File: config.mk
export PLATFORM = sky130hd
export DESIGN_NAME = status_srq
export DESIGN_NICKNAME = d
export VERILOG_FILES = /design/src/rtl/sb_pkg.sv /design/src/rtl/sb_summary.sv /design/src/rtl/sb_rqs_latch.sv /design/src/rtl/sb_read_port.sv /design/src/rtl/status_srq.sv
export SDC_FILE = /design/constraint.sdc
export NUM_CORES = 1
export LEC_CHECK = 0
export ABC_AREA = 1
export BUFFER_PORTS_ARGS = -buffer_cell sky130_fd_sc_hd__buf_2
export CAP_MARGIN = 20
export CORE_ASPECT_RATIO = 2
export CORE_UTILIZATION = 30
export DETAILED_ROUTE_END_ITERATION = 7
export PLACE_DENSITY = 0.51
export SYNTH_ARGS = -nofsm -noshare
export SYNTH_HDL_FRONTEND = slang
export SYNTH_HIERARCHICAL = 1
export SYNTH_SLANG_ARGS = --single-unit
File: constraint.sdc
create_clock -name clk -period 0.86 [get_ports clk]
set_input_delay 0.043 -clock clk [delete_from_list [all_inputs] [get_ports clk]]
set_output_delay 0.043 -clock clk [all_outputs]
set_load 0.1 [all_outputs]
File: src/rtl/sb_pkg.sv
package sb_pkg;
    localparam int SB_W     = 8;
    localparam int AUX_W    = 3;
    localparam int QUES_BIT = 3;
    localparam int MAV_BIT  = 4;
    localparam int ESB_BIT  = 5;
    localparam int MSS_BIT  = 6;
    localparam int OPER_BIT = 7;

    localparam logic [SB_W-1:0] SUM_MASK = ~(SB_W'(1) << MSS_BIT);

    typedef struct packed {
        logic             oper;
        logic             sum6;
        logic             esb;
        logic             mav;
        logic             ques;
        logic [AUX_W-1:0] aux;
    } stb_t;

    typedef enum logic [1:0] {
        RD_NONE  = 2'd0,
        RD_QUERY = 2'd1,
        RD_POLL  = 2'd2
    } rd_kind_e;

    function automatic logic [SB_W-1:0] put_bit6(stb_t s, logic v);
        stb_t r;
        r      = s;
        r.sum6 = v;
        return r;
    endfunction
endpackage

File: src/rtl/sb_summary.sv
module sb_summary
    import sb_pkg::*;
(
    input  logic [AUX_W-1:0] aux_i,
    input  logic             ques_i,
    input  logic             mav_i,
    input  logic             esb_i,
    input  logic             oper_i,
    input  logic [SB_W-1:0]  mask_i,
    output stb_t             stb_o,
    output logic             mss_o
);
    stb_t st;

    always_comb begin
        st.aux  = aux_i;
        st.ques = ques_i;
        st.mav  = mav_i;
        st.esb  = esb_i;
        st.sum6 = 1'b0;
        st.oper = oper_i;
    end

    assign stb_o = st;
    assign mss_o = |(st & mask_i & SUM_MASK);

    // Tie-out of the byte layout: each input must land on its own bit.
    always_comb begin
        a_layout_r2: assert (stb_o[QUES_BIT] == ques_i && stb_o[MAV_BIT] == mav_i &&
                             stb_o[ESB_BIT] == esb_i && stb_o[OPER_BIT] == oper_i);
    end
endmodule

File: src/rtl/sb_rqs_latch.sv
module sb_rqs_latch (
    input  logic clk,
    input  logic rst,
    input  logic mss_i,
    input  logic poll_i,
    output logic rqs_o,
    output logic rise_o
);
    logic mss_q;
    logic rqs_q;

    assign rise_o = mss_i & ~mss_q;

    always_ff @(posedge clk) begin
        if (rst) begin
            mss_q <= 1'b0;
            rqs_q <= 1'b0;
        end else begin
            mss_q <= mss_i;
            if (rise_o)
                rqs_q <= 1'b1;
            else if (poll_i)
                rqs_q <= 1'b0;
        end
    end

    assign rqs_o = rqs_q;

    p_rise_sets_r5: assert property (@(posedge clk) disable iff (rst)
        (mss_i && !mss_q) |=> rqs_o);

    p_rise_needs_low_r8: assert property (@(posedge clk) disable iff (rst)
        (!rqs_o && !mss_i) |=> !rqs_o);
endmodule

File: src/rtl/sb_read_port.sv
module sb_read_port
    import sb_pkg::*;
(
    input  logic            clk,
    input  logic            rst,
    input  logic            qry_i,
    input  logic            poll_i,
    input  stb_t            stb_i,
    input  logic            mss_i,
    input  logic            rqs_i,
    output logic            valid_o,
    output logic [SB_W-1:0] data_o
);
    rd_kind_e kind;

    always_comb begin
        if (poll_i)
            kind = RD_POLL;
        else if (qry_i)
            kind = RD_QUERY;
        else
            kind = RD_NONE;
    end

    always_ff @(posedge clk) begin
        if (rst) begin
            valid_o <= 1'b0;
            data_o  <= '0;
        end else begin
            valid_o <= (kind != RD_NONE);
            case (kind)
                RD_POLL:  data_o <= put_bit6(stb_i, rqs_i);
                RD_QUERY: data_o <= put_bit6(stb_i, mss_i);
                default:  data_o <= data_o;
            endcase
        end
    end

    p_rd_valid_r6: assert property (@(posedge clk) disable iff (rst)
        (qry_i || poll_i) |=> valid_o);

    p_rd_idle_r6: assert property (@(posedge clk) disable iff (rst)
        !(qry_i || poll_i) |=> !valid_o);
endmodule

File: src/rtl/status_srq.sv
module status_srq
    import sb_pkg::*;
(
    input  logic             clk,
    input  logic             rst,
    input  logic [AUX_W-1:0] aux_sum_i,
    input  logic             ques_sum_i,
    input  logic             evt_sum_i,
    input  logic             oper_sum_i,
    input  logic             queue_nonempty_i,
    input  logic             sre_we_i,
    input  logic [SB_W-1:0]  sre_wdata_i,
    input  logic             qry_i,
    input  logic             poll_i,
    output logic             rd_valid_o,
    output logic [SB_W-1:0]  rd_data_o,
    output logic             srq_o
);
    logic [SB_W-1:0] sre_q;
    stb_t            stb;
    logic            mss;
    logic            rqs;
    logic            rise;

    always_ff @(posedge clk) begin
        if (rst)
            sre_q <= '0;
        else if (sre_we_i)
            sre_q <= sre_wdata_i;
    end

    sb_summary u_sum (
        .aux_i  (aux_sum_i),
        .ques_i (ques_sum_i),
        .mav_i  (queue_nonempty_i),
        .esb_i  (evt_sum_i),
        .oper_i (oper_sum_i),
        .mask_i (sre_q),
        .stb_o  (stb),
        .mss_o  (mss)
    );

    sb_rqs_latch u_latch (
        .clk    (clk),
        .rst    (rst),
        .mss_i  (mss),
        .poll_i (poll_i),
        .rqs_o  (rqs),
        .rise_o (rise)
    );

    sb_read_port u_rd (
        .clk     (clk),
        .rst     (rst),
        .qry_i   (qry_i),
        .poll_i  (poll_i),
        .stb_i   (stb),
        .mss_i   (mss),
        .rqs_i   (rqs),
        .valid_o (rd_valid_o),
        .data_o  (rd_data_o)
    );

    assign srq_o = rqs;

    p_poll_clears_r10: assert property (@(posedge clk) disable iff (rst)
        (poll_i && !rise) |=> !srq_o);

    p_query_keeps_r6: assert property (@(posedge clk) disable iff (rst)
        (qry_i && !poll_i && srq_o) |=> srq_o);

    p_poll_bit6_r7: assert property (@(posedge clk) disable iff (rst)
        poll_i |=> (rd_data_o[MSS_BIT] == $past(srq_o)));

    p_query_bit6_r6: assert property (@(posedge clk) disable iff (rst)
        (qry_i && !poll_i) |=> (rd_data_o[MSS_BIT] == $past(mss)));

    p_mask_bit6_r4: assert property (@(posedge clk) disable iff (rst)
        ((sre_q & SUM_MASK) == '0) |-> !mss);
endmodule

# Word-level counts from Yosys, hierarchy flattened
# Cells that the tools add are included.
# word_totals
ff_bits	19
ramBits	0
elab_cells	19
mem_bits_ro	0
n_memories	0
latchBits	0
in_bits	20
# classes
shifts	0
n_lt_le_gt_ge	0
div_mod_pow	0
reduce_logical	4
n_mux	5
bitwise_logic	3
multipliers	0
eq_ne	2
n_addsub	0
# ops
cell	n
$pmux W8 S2	1
$and A8 B8 Y8	1
$reduce_or A7 Y1	1
$reduce_bool A2 Y1	3
$mux W1	3
$eq A2 B1 Y1 const B	1
$eq A2 B2 Y1 const B	1
$mux W2	1
$and A1 B1 Y1	1
$not A1 Y1	1

# Depth between registers and ports, before layout
# Gate-level depths: netlist of run 1.
# depth
depth_word	4
ltp_mapped	8
ltp_nobuf	8

# Modules after synthesis
# Netlist of run 1, hierarchy kept.
# by_module_without_submodules
module	seq_area_each_um2	area_each_um2	instances	cells_per_inst
sb_read_port	180.2	346.6	1	43
status_srq	160.2	341.6	1	51
sb_summary	0.0	116.4	1	23
sb_rqs_latch	40.0	75.1	1	10

# Least setup slack after synthesis of run 1
# No wires, ideal clock.
# synth_timing
path_type	reg-to-reg
from	register, netlist name u_latch/rqs_o
to	register u_latch.rqs_q (netlist: u_latch/rqs_o)
t_required_ns	0.793
stages_incl_launch_ff	3
n_path_buf	0
slack_ns	-0.450
period_less_slack_ns	1.310
arrival_time_ns	1.243
path_cell_list	dfxtp_1 > nand2_1 > a21oi_2
# synth_lines
element	line	text
end signal, assigned	sb_rqs_latch.sv:17	rqs_q <= 1'b0;
end signal, assigned	sb_rqs_latch.sv:21	rqs_q <= 1'b1;
end signal, assigned	sb_rqs_latch.sv:23	rqs_q <= 1'b0;
end, declared	sb_rqs_latch.sv:10	logic rqs_q;

# Worst setup path in the final report of run 1
# layout_timing
from	register sre_q[2]
to	register u_rd.data_o[6]
# layout_via
elab_chain_cells	3
# layout_rtl
element	line	text
start, declared	status_srq.sv:19	logic [SB_W-1:0] sre_q;
start signal, assigned	status_srq.sv:29	sre_q <= sre_wdata_i;
$and A8 B8 Y8	sb_summary.sv:25	assign mss_o = |(st & mask_i & SUM_MASK);
$reduce_or A7 Y1	sb_summary.sv:25	
via mss	status_srq.sv:21	logic mss;
$pmux W8 S2	sb_read_port.sv:31	case (kind)
end signal, assigned	sb_read_port.sv:32	RD_POLL: data_o <= put_bit6(stb_i, rqs_i);
end signal, assigned	sb_read_port.sv:33	RD_QUERY: data_o <= put_bit6(stb_i, mss_i);
end signal, assigned	sb_read_port.sv:34	default: data_o <= data_o;
end, declared	sb_read_port.sv:12	output logic [SB_W-1:0] data_o
# The timed path passes the listed nets, and every way through them passes these cells. The select of a mux whose other input is x is not followed.
# A chain may end at the register's enable or synchronous reset.

==> results of run 1 <==
## critical path, delay by kind of cell, from the launching register on
| family | cells | cell delay, ps |
|---|---|---|
| flops | 1 | 320 |
| simple gates | 8 | 510 |
## cell type report
class,count,share of cell area (%)
Sequential cell,18,34.44
Timing Repair Buffer,29,25.54
Tap cell,28,3.004
Inverter,15,4.828
Clock buffer,4,4.721
Multi-Input combinational cell,75,27.47
## metrics by stage
step,util (%),power [mW],TNS (ps)
floorplan,-,1.396,0
global placement,42.99,1.612,-54.68
detailed placement,42.99,1.619,-73.33
CTS,45.18,2.309,-82.65
global route,45.37,2.406,-212.0
finish,45.37,2.296,-71.96
## state kept, by name, summed over array words and instances (netlist names)
name and flops:
sre_q 7, u_latch/mss_q 1, u_latch/rqs_o 1, u_rd/data_o 8
u_rd/valid_o 1
## layer usage
layer	vias up	global-route usage (%)	share of wire (%)
met2	24	20.00	53
met5	-	0	0
met4	0	8.276	3.1
li1	392	-	-
met3	5	2.624	4.6
met1	291	14.94	39
## power by group
part           total, mW  internal [mW]  switching, mW
Clock              0.700          0.407          0.292
Sequential         0.951          0.900         0.0510
Combinational      0.645          0.234          0.411
Total               2.30           1.54          0.754
## path summary, 6_finish.rpt
kind / slack (ps) / from / endpoint
setup / recovery: -70 / sre_q[2] / u_rd/data_o[6]
hold / removal: 20 / rst / u_latch/rqs_o
setup reg to reg: -70 / sre_q[2] / u_rd/data_o[6]
hold reg to reg: 470 / sre_q[7] / sre_q[7]
## timing repair
action	4_1_cts	5_1_grt
buffers inserted	0	0
gates cloned	0	0
endpoints found under the setup margin	2	2
resized for setup	1	4
==> out/qor.txt, run 1 <==
SETUP PATH
---------------------------------------------------------------------------------------
Path type of the worst setup path ........................................      reg2reg
Critical path cell sequence .............................................. nand2_1, nand2_1, nor2_1, nand2_1, nor2_1, nor2_1, nand2_1, nand2_1
Startpoint type of the worst setup path ..................................    flip-flop
Data required time at the worst endpoint .................................      1020 ps
Cell repeated most along the worst path .................................. sky130_fd_sc_hd__nand2_1
Cell with the largest stage delay on the worst path ...................... sky130_fd_sc_hd__dfxtp_2
R2R cell count ...........................................................            8
Worst Path Arrival .......................................................      1090 ps
Critical Path Sink Type ..................................................    flip-flop
Biggest fanout along the worst timing path ...............................            3
Max stage delay on crit path .............................................       320 ps

FLOORPLANNING
---------------------------------------------------------------------------------------
Number of rows in the core area ..........................................           26
IO Pins ..................................................................           30
Area enclosed by the die boundary ........................................ 0.002970 mm2
CORE AREA ................................................................ 0.002570 mm2
Overall die width ........................................................     39.04 um
Vertical die dimension ...................................................     76.09 um
Starting utilization of the core area ....................................       32.04%

CLOCKING
---------------------------------------------------------------------------------------
Clock latency at the later pin of the worst-skew pair ....................       260 ps
Number of buffers added by the clock tree synthesis step .................            3
Hold-fix buffer count after cts ..........................................            0
Clock Path Buffers .......................................................            2
TritonCTS clock tree .....................................................         done
Clock-pin transition on the worst setup and hold timing paths ............        70 ps
Root Buffer .............................................................. sky130_fd_sc_hd__clkbuf_8
CTS H-tree depth .........................................................            1
Clock Sinks ..............................................................           18

LOGIC SYNTHESIS
---------------------------------------------------------------------------------------
Count of synthesis-stage warnings from yosys .............................            6
Number of nets produced by synthesis .....................................          138
Total standard cell area after synthesis .................................    823.3 um2
Average cell area after synthesis ........................................    6.977 um2
Number of standard cells after synthesis .................................          118

FINAL LAYOUT
---------------------------------------------------------------------------------------
Net total in the final layout ............................................          162
Most common cell after layout, fill and taps aside ....................... sky130_fd_sc_hd__nand2_1
Filler cells .............................................................          262
Commonest non-fill, non-tap cells in the layout .......................... sky130_fd_sc_hd__nand2_1 (30), sky130_fd_sc_hd__nor2_1 (28), sky130_fd_sc_hd__buf_2 (18)
Area taken by multi-input logic gates ....................................    320.3 um2
Number of diodes .........................................................            0
Final non-filler cell total ..............................................          169
Area of all placed cells without fillers ................................. 0.001166 mm2
Register area ............................................................    401.6 um2
Area growth, synth to finish .............................................       41.64%
Fraction of layout cells with a size suffix above 1 ......................       36.88%

MIN PATH
---------------------------------------------------------------------------------------
Cells on Worst Hold Path .................................................            2
Worst hold-check path type ...............................................       in2reg

TIMING
---------------------------------------------------------------------------------------
Post-route clock skew ....................................................     4.738 ps
Post-route fraction of the period consumed by the critical path ..........       108.4%
Highest clock rate .......................................................     1073 MHz
Tightest hold margin .....................................................     15.13 ps
Tightest Pin Transition ..................................................     235.2 ps
Final worst slack ........................................................    -71.96 ps
Min cycle time layout ....................................................     932.0 ps
Max Slew Vio Count .......................................................            0
Total count of hold-check failures in the final report ...................            0
Setup repair after global routing missed its margin ......................         true
Worst slew slack as a fraction of its limit ..............................       84.28%
Number of failing setup endpoints in the final timing report .............            1

GRT
---------------------------------------------------------------------------------------
Largest net degree at the start of global routing ........................           15
Overall routing resource usage ...........................................       12.86%
First-pass GRT wire length ...............................................     2.718 mm
Total overflow reported by the global router .............................            0
Number of global-route vias before repair ................................          633
Antenna violations before repair .........................................            0

ROUTING
---------------------------------------------------------------------------------------
DRT antenna net count ....................................................            0
Total iterations of the first detailed-routing run .......................            3
Number of violations reported at the end of detailed-routing iteration 0 .           10
DRC violation count after routing ........................................            0
Wire per inst ............................................................     9.243 um
Routed WL ................................................................     1.562 mm
Via total after detailed routing .........................................          712
Via-to-Cell Ratio ........................................................        4.213

PWR
---------------------------------------------------------------------------------------
Power Density ............................................................  1969 mW/mm2
Static leakage ...........................................................    0.5930 nW
Maximum VDD drop .........................................................     1.057 mV

PLACED DESIGN
---------------------------------------------------------------------------------------
RePlAce Congestion .......................................................       0.7624
I/O Buffers ..............................................................           28
Post-placement cell area ................................................. 0.001105 mm2
Half-perimeter wire length after detailed placement ......................     1.255 mm
Minimum setup slack after placement ......................................    -73.33 ps
Placed Instances .........................................................          165

OUTCOME
---------------------------------------------------------------------------------------
Status ................................................................... finished with violations
Violated checks .......................................................... negative setup slack

FLOW RUN
---------------------------------------------------------------------------------------
Max-cap violations .......................................................            0

No activity file was read; power rests on OpenSTA's default activity.
==> run 2, diff against run 1 <==
- SLEW_MARGIN: unset -> 20
- clock period: 0.86 -> 0.8 ns (I/O delays scaled with it)
==> run 2 against run 1 <==
  * Highest routed layer unchanged
  * Cell count is 2.4% higher
  * The flow still finishes with violations (negative setup slack)
  * Routed wire length is 0.83% higher
  * Sequential cell count stayed put
  * First-iteration DRC count is 60% higher
  * Sequential power is 7% higher
  * Critical path type unchanged
==> out/qor.txt, run 2 (synthesis results as in run 1) <==
MIN PATH
---------------------------------------------------------------------------------------
Cells on Worst Hold Path .................................................            2   unchanged
Worst hold-check path type ...............................................       in2reg

FINAL LAYOUT
---------------------------------------------------------------------------------------
Area taken by multi-input logic gates ....................................    352.8 um2   +10%
Top register by number of flip-flops .....................................  u_rd/data_o
Largest register FFs .....................................................            8   unchanged
Net total in the final layout ............................................          166   +2.5%
Largest registers ........................................................ u_rd/data_o (8), sre_q (7)
Number of diodes .........................................................            0   unchanged
Register area ............................................................    397.9 um2   -0.93%
Area growth, synth to finish .............................................       47.57%
Most common cell after layout, fill and taps aside ....................... sky130_fd_sc_hd__nand2_1
Commonest non-fill, non-tap cells in the layout .......................... sky130_fd_sc_hd__nand2_1 (29), sky130_fd_sc_hd__nor2_1 (28), sky130_fd_sc_hd__buf_2 (18)
Filler cells .............................................................          280   +6.9%
Fraction of layout cells with a size suffix above 1 ......................       42.07%   +5.2 points

SETUP PATH
---------------------------------------------------------------------------------------
Critical Path End ........................................................ u_rd/data_o[6]
Max stage delay on crit path .............................................       320 ps   about the same
Critical path cell sequence .............................................. nand2_1, nand2_1, nor2_1, nand2_1, nor2_1, nor2_1, nand2_1, nand2_1
Crit path launch .........................................................     sre_q[0]
Path type of the worst setup path ........................................      reg2reg
Critical Path Sink Type ..................................................    flip-flop
Biggest fanout along the worst timing path ...............................            3   unchanged
Cell repeated most along the worst path .................................. sky130_fd_sc_hd__nand2_1
R2R setup slack ..........................................................      -170 ps   -90 ps
Data required time at the worst endpoint .................................       940 ps   -80 ps
Cell with the largest stage delay on the worst path ...................... sky130_fd_sc_hd__dfxtp_2
Crit Reg-Reg Endpoint .................................................... u_rd/data_o[6]
Worst Path Arrival .......................................................      1110 ps   +20 ps
Reg2reg start ............................................................     sre_q[0]
Startpoint type of the worst setup path ..................................    flip-flop
R2R cell count ...........................................................            8   unchanged

ROUTING
---------------------------------------------------------------------------------------
Total iterations of the first detailed-routing run .......................            4   +1
DRT antenna net count ....................................................            0   unchanged
Wire per inst ............................................................     9.104 um   -1.5%
Via-to-Cell Ratio ........................................................        4.249   +0.84%
Routed WL ................................................................     1.575 mm   +0.83%
DRC violation count after routing ........................................            0   unchanged
Number of violations reported at the end of detailed-routing iteration 0 .           16   +6
Via total after detailed routing .........................................          735   +3.2%

TIMING
---------------------------------------------------------------------------------------
Post-route fraction of the period consumed by the critical path ..........       120.8%   +12 points
Worst slew slack as a fraction of its limit ..............................       83.97%   -0.31 points
Total count of hold-check failures in the final report ...................            0   unchanged
Tightest hold margin .....................................................     32.37 ps   +17.24 ps
Min cycle time layout ....................................................     966.5 ps   +34.54 ps
Setup repair after global routing missed its margin ......................         true
Number of failing setup endpoints in the final timing report .............           12   +11
Highest clock rate .......................................................     1035 MHz   -3.6%
Post-route clock skew ....................................................     2.220 ps   -2.518 ps
Final worst slack ........................................................    -166.5 ps   -94.54 ps
Tightest Pin Transition ..................................................     239.9 ps   +4.684 ps
Max Slew Vio Count .......................................................            0   unchanged

FLOORPLANNING
---------------------------------------------------------------------------------------
IO Pins ..................................................................           30   unchanged
CORE AREA ................................................................ 0.002570 mm2   unchanged
Vertical die dimension ...................................................     76.09 um   unchanged
Starting utilization of the core area ....................................       32.04%   unchanged
Number of rows in the core area ..........................................           26   unchanged
Overall die width ........................................................     39.04 um   unchanged
Area enclosed by the die boundary ........................................ 0.002970 mm2   unchanged

CLOCKING
---------------------------------------------------------------------------------------
Clock Path Buffers .......................................................            2   unchanged
Clock-pin transition on the worst setup and hold timing paths ............        60 ps   about the same
TritonCTS clock tree .....................................................         done
CTS H-tree depth .........................................................            1   unchanged
Clock latency at the later pin of the worst-skew pair ....................       240 ps   -20 ps
Clock Sinks ..............................................................           18   unchanged
Number of buffers added by the clock tree synthesis step .................            3   unchanged
Root Buffer .............................................................. sky130_fd_sc_hd__clkbuf_8
Hold-fix buffer count after cts ..........................................            0   unchanged

GRT
---------------------------------------------------------------------------------------
First-pass GRT wire length ...............................................     2.746 mm   +1.0%
Total overflow reported by the global router .............................            0   unchanged
Antenna violations before repair .........................................            0   unchanged
Layer carrying the most global-route usage ...............................         met2
GR met3 Demand/Resource ..................................................      0.8746%   -1.7 points
Met2 Resource Use GR .....................................................       21.17%   +1.2 points
Number of global-route vias before repair ................................          658   +3.9%
Largest net degree at the start of global routing ........................           15   unchanged
Routing usage on met1 ....................................................       14.79%   -0.16 points
Overall routing resource usage ...........................................       12.71%   -0.16 points

PLACED DESIGN
---------------------------------------------------------------------------------------
RePlAce Congestion .......................................................       0.7957   +4.4%
Half-perimeter wire length after detailed placement ......................     1.270 mm   +1.2%
I/O Buffers ..............................................................           28   unchanged

FLOW RUN
---------------------------------------------------------------------------------------
Max-cap violations .......................................................            0   unchanged

PWR
---------------------------------------------------------------------------------------
Static leakage ...........................................................    0.6123 nW   +3.3%
Total power consumption of the routed design .............................     2.372 mW   +3.3%
Power Density ............................................................  1952 mW/mm2   -0.86%
Maximum VDD drop .........................................................     1.125 mV   +6.5%

OUTCOME
---------------------------------------------------------------------------------------
Violated checks .......................................................... negative setup slack
Status ................................................................... finished with violations

==> run 2: metal layers <==
layer / wire length [um] / up-vias
met1: 639 / 309
met4: 21 / 0
met5: 0 / -
li1: - / 400
met2: 848 / 24
met3: 65 / 2
==> run 2: layout make-up <==
class / count / area share (%)
multi-input cells: 75 / 29.04
inverters: 15 / 4.634
repair buffers: 33 / 26.98
flip-flops and latches: 18 / 32.75
clock inverters: 1 / 0.3090
well taps: 28 / 2.884
clock buffers: 3 / 3.399
==> run 2: per-stage QoR <==
step | util, % | instance area (um2) | worst slack [ps] | setup TNS [ps] | cells
2_1_floorplan | - | 888.4 | -51.25 | -69.59 | 118
3_3_place_gp | 44.45 | 1142 | -117.8 | -172.2 | 166
3_5_place_dp | 44.45 | 1142 | -135.4 | -199.5 | 166
4_1_cts | 46.49 | 1195 | -146.9 | -421.8 | 171
5_1_grt | 47.27 | 1215 | -223.0 | -909.1 | 173
6_report | 47.27 | 1215 | -166.5 | -520.2 | 173
==> run 2: where the power goes <==
| group | internal (mW) | switching [mW] | total, mW |
|---|---|---|---|
| combinational | 0.277 | 0.460 | 0.737 |
| sequential | 0.967 | 0.0583 | 1.02 |
| clock | 0.340 | 0.270 | 0.609 |
==> run 2: worst max-delay path, delay by kind of cell (launching register included) <==
| kind | cells | cell delay (ps) |
|---|---|---|
| and+or+nand+nor | 8 | 560 |
| DFF | 1 | 320 |
==> run 2: worst min-delay path by stage <==
stage / from / end / slack [ps]
2_1_floorplan: rst / u_latch/rqs_o / 90
3_3_place_gp: rst / u_latch/rqs_o / 280
3_5_place_dp: rst / u_latch/rqs_o / 290
4_1_cts: rst / u_latch/rqs_o / 20
5_1_grt: rst / u_latch/rqs_o / 40
6_report: rst / u_latch/rqs_o / 30
==> run 2: what timing repair did <==
action | CTS | global route
pin swaps | 0 | 2
setup endpoints to repair | 12 | 13
buffers inserted | 1 | 2
gates resized for setup | 0 | 4
==> run 3, diff against run 2 <==
==> constraint.sdc (replaced) <==
create_clock -name clk -period 0.8 [get_ports clk]
set_input_delay 0.24 -clock clk [delete_from_list [all_inputs] [get_ports clk]]
set_output_delay 0.24 -clock clk [all_outputs]
set_load 0.1 [all_outputs]
==> run 3 against run 2 <==
  * The run still ends with negative setup slack left
  * Critical path type is now reg2out
  * Routed wire length is 6.4% higher
  * Largest cell class unchanged
  * Critical path depth is 7 lower
  * Fmax is 5.6% lower
  * Largest power group unchanged
  * Sequential cell count stayed put
  * Highest routed layer unchanged
==> out/qor.txt, run 3 (synthesis results as in run 1) <==
CLOCKING
---------------------------------------------------------------------------------------
Clock-pin transition on the worst setup and hold timing paths ............        70 ps   about the same
Number of buffers added by the clock tree synthesis step .................            3   unchanged
Clock Sinks ..............................................................           18   unchanged
Clock Path Buffers .......................................................            2   unchanged
Clock latency at the later pin of the worst-skew pair ....................       250 ps   about the same
Root Buffer .............................................................. sky130_fd_sc_hd__clkbuf_8
CTS H-tree depth .........................................................            1   unchanged
TritonCTS clock tree .....................................................         done

TIMING
---------------------------------------------------------------------------------------
Tightest Pin Transition ..................................................     253.9 ps   +14.04 ps
Max Slew Vio Count .......................................................            0   unchanged
Post-route clock skew ....................................................    0.9226 ps   -1.298 ps
Fin Setup TNS ............................................................     -2570 ps   -2050 ps
Number of failing setup endpoints in the final timing report .............           13   +1
Min cycle time layout ....................................................      1024 ps   +57.16 ps
Post-route fraction of the period consumed by the critical path ..........       128.0%   +7.1 points
Final worst slack ........................................................    -223.7 ps   -57.16 ps
Highest clock rate .......................................................    976.9 MHz   -5.6%
Setup repair after global routing missed its margin ......................         true
Worst slew slack as a fraction of its limit ..............................       83.03%   -0.94 points
Total count of hold-check failures in the final report ...................            0   unchanged
Tightest hold margin .....................................................     188.9 ps   +156.5 ps

FLOORPLANNING
---------------------------------------------------------------------------------------
Overall die width ........................................................     39.04 um   unchanged
Vertical die dimension ...................................................     76.09 um   unchanged
Area enclosed by the die boundary ........................................ 0.002970 mm2   unchanged
IO Pins ..................................................................           30   unchanged
Number of rows in the core area ..........................................           26   unchanged
CORE AREA ................................................................ 0.002570 mm2   unchanged
Starting utilization of the core area ....................................       32.04%   unchanged

SETUP PATH
---------------------------------------------------------------------------------------
Data required time at the worst endpoint .................................       560 ps   -380 ps
Critical Path Sink Type .................................................. primary output
Max stage delay on crit path .............................................       360 ps   +40 ps
Kind of cell with the highest combined delay on the critical path ........   flip-flops
Path type of the worst setup path ........................................      reg2out
Reg2reg start ............................................................     sre_q[4]
Crit path launch ......................................................... u_rd/data_o[5]
Buf/Inv on CP ............................................................            1   +1
Worst Path Arrival .......................................................       780 ps   -330 ps
Biggest fanout along the worst timing path ...............................            2   -1
Cell with the largest stage delay on the worst path ...................... sky130_fd_sc_hd__dfxtp_4
Critical path cell sequence ..............................................       buf_12
Startpoint type of the worst setup path ..................................    flip-flop

ROUTING
---------------------------------------------------------------------------------------
Total iterations of the first detailed-routing run .......................            4   unchanged
DRT antenna net count ....................................................            0   unchanged
DRC violation count after routing ........................................            0   unchanged
Wire per inst ............................................................     9.363 um   +2.8%
Via-to-Cell Ratio ........................................................        4.240   -0.20%
Via total after detailed routing .........................................          759   +3.3%
Number of violations reported at the end of detailed-routing iteration 0 .           11   -5
Routed WL ................................................................     1.676 mm   +6.4%

FINAL LAYOUT
---------------------------------------------------------------------------------------
Largest register FFs .....................................................            8   unchanged
Top register by number of flip-flops .....................................  u_rd/data_o
Largest registers ........................................................ u_rd/data_o (8), sre_q (7)
Util after Layout ........................................................       49.32%   +2.0 points
Net total in the final layout ............................................          172   +3.6%
Number of diodes .........................................................            0   unchanged
Most common cell after layout, fill and taps aside ....................... sky130_fd_sc_hd__nand2_1
Area growth, synth to finish .............................................       53.95%
Commonest non-fill, non-tap cells in the layout .......................... sky130_fd_sc_hd__nand2_1 (30), sky130_fd_sc_hd__nor2_1 (27), sky130_fd_sc_hd__buf_2 (18)
Fraction of layout cells with a size suffix above 1 ......................       43.71%   +1.6 points
Filler cells .............................................................          266   -5.0%

GRT
---------------------------------------------------------------------------------------
Antenna violations before repair .........................................            0   unchanged
Total overflow reported by the global router .............................            0   unchanged
Largest net degree at the start of global routing ........................           15   unchanged
Number of global-route vias before repair ................................          707   +7.4%
Overall routing resource usage ...........................................       13.61%   +0.91 points
First-pass GRT wire length ...............................................     2.925 mm   +6.5%

PWR
---------------------------------------------------------------------------------------
Power Density ............................................................  1920 mW/mm2   -1.6%
Maximum VDD drop .........................................................     1.081 mV   -3.9%
Static leakage ...........................................................    0.6395 nW   +4.4%

OUTCOME
---------------------------------------------------------------------------------------
Status ................................................................... finished with violations
Violated checks .......................................................... negative setup slack

PLACED DESIGN
---------------------------------------------------------------------------------------
RePlAce Congestion .......................................................       0.7066   -11%
I/O Buffers ..............................................................           28   unchanged
Half-perimeter wire length after detailed placement ......................     1.308 mm   +3.0%
Minimum setup slack after placement ......................................    -201.8 ps   -66.45 ps

FLOW RUN
---------------------------------------------------------------------------------------
Max-cap violations .......................................................            0   unchanged

MIN PATH
---------------------------------------------------------------------------------------
Hold path startpoint .....................................................          rst
Worst hold-check path type ...............................................       in2reg

run 3: power by group:
group          leakage, nW  switching (mW)  internal, mW
registers            0.156          0.0536         0.964
logic                0.460           0.472         0.307
clock network       0.0231           0.297         0.341
run 3: worst paths after layout:
check | slack, ps | cells past startpoint | endpoint
hold / removal | 190 | 2 | u_latch/mss_q
setup / recovery | -220 | 1 | rd_data_o[5]
setup reg to reg | -170 | 8 | u_rd/data_o[6]
hold reg to reg | 470 | 2 | sre_q[4]
run 3: what timing repair did:
item,CTS,global route
endpoints found under the hold margin,0,0
setup endpoints to repair,13,16
pin swaps,9,6
gates resized for setup,2,2
buffers inserted,8,0
hold buffers,0,0
run 3: per-layer routing:
metal,track usage (%),wire (um)
met4,7.241,32
met5,0,0
met3,1.749,59
met2,23.33,945
met1,14.86,638
run 3: layout make-up:
cell class                      instances  area [um2]  share of cell area (%)
Inverter                               15       56.30                   4.442
Sequential cell                        18       399.1                   31.49
Timing Repair Buffer                   39       372.9                   29.42
Tap cell                               28       35.03                   2.764
Clock inverter                          1       3.754                  0.2961
Multi-Input combinational cell         75       359.1                   28.33
Clock buffer                            3       41.29                   3.258
run 3: metrics by stage:
stage	instances	total power, mW	instance area [um2]
6_report	179	2.434	1267
3_5_place_dp	167	1.761	1152
2_1_floorplan	118	1.511	890.9
5_1_grt	179	2.560	1267
4_1_cts	179	2.446	1259
3_3_place_gp	167	1.751	1152
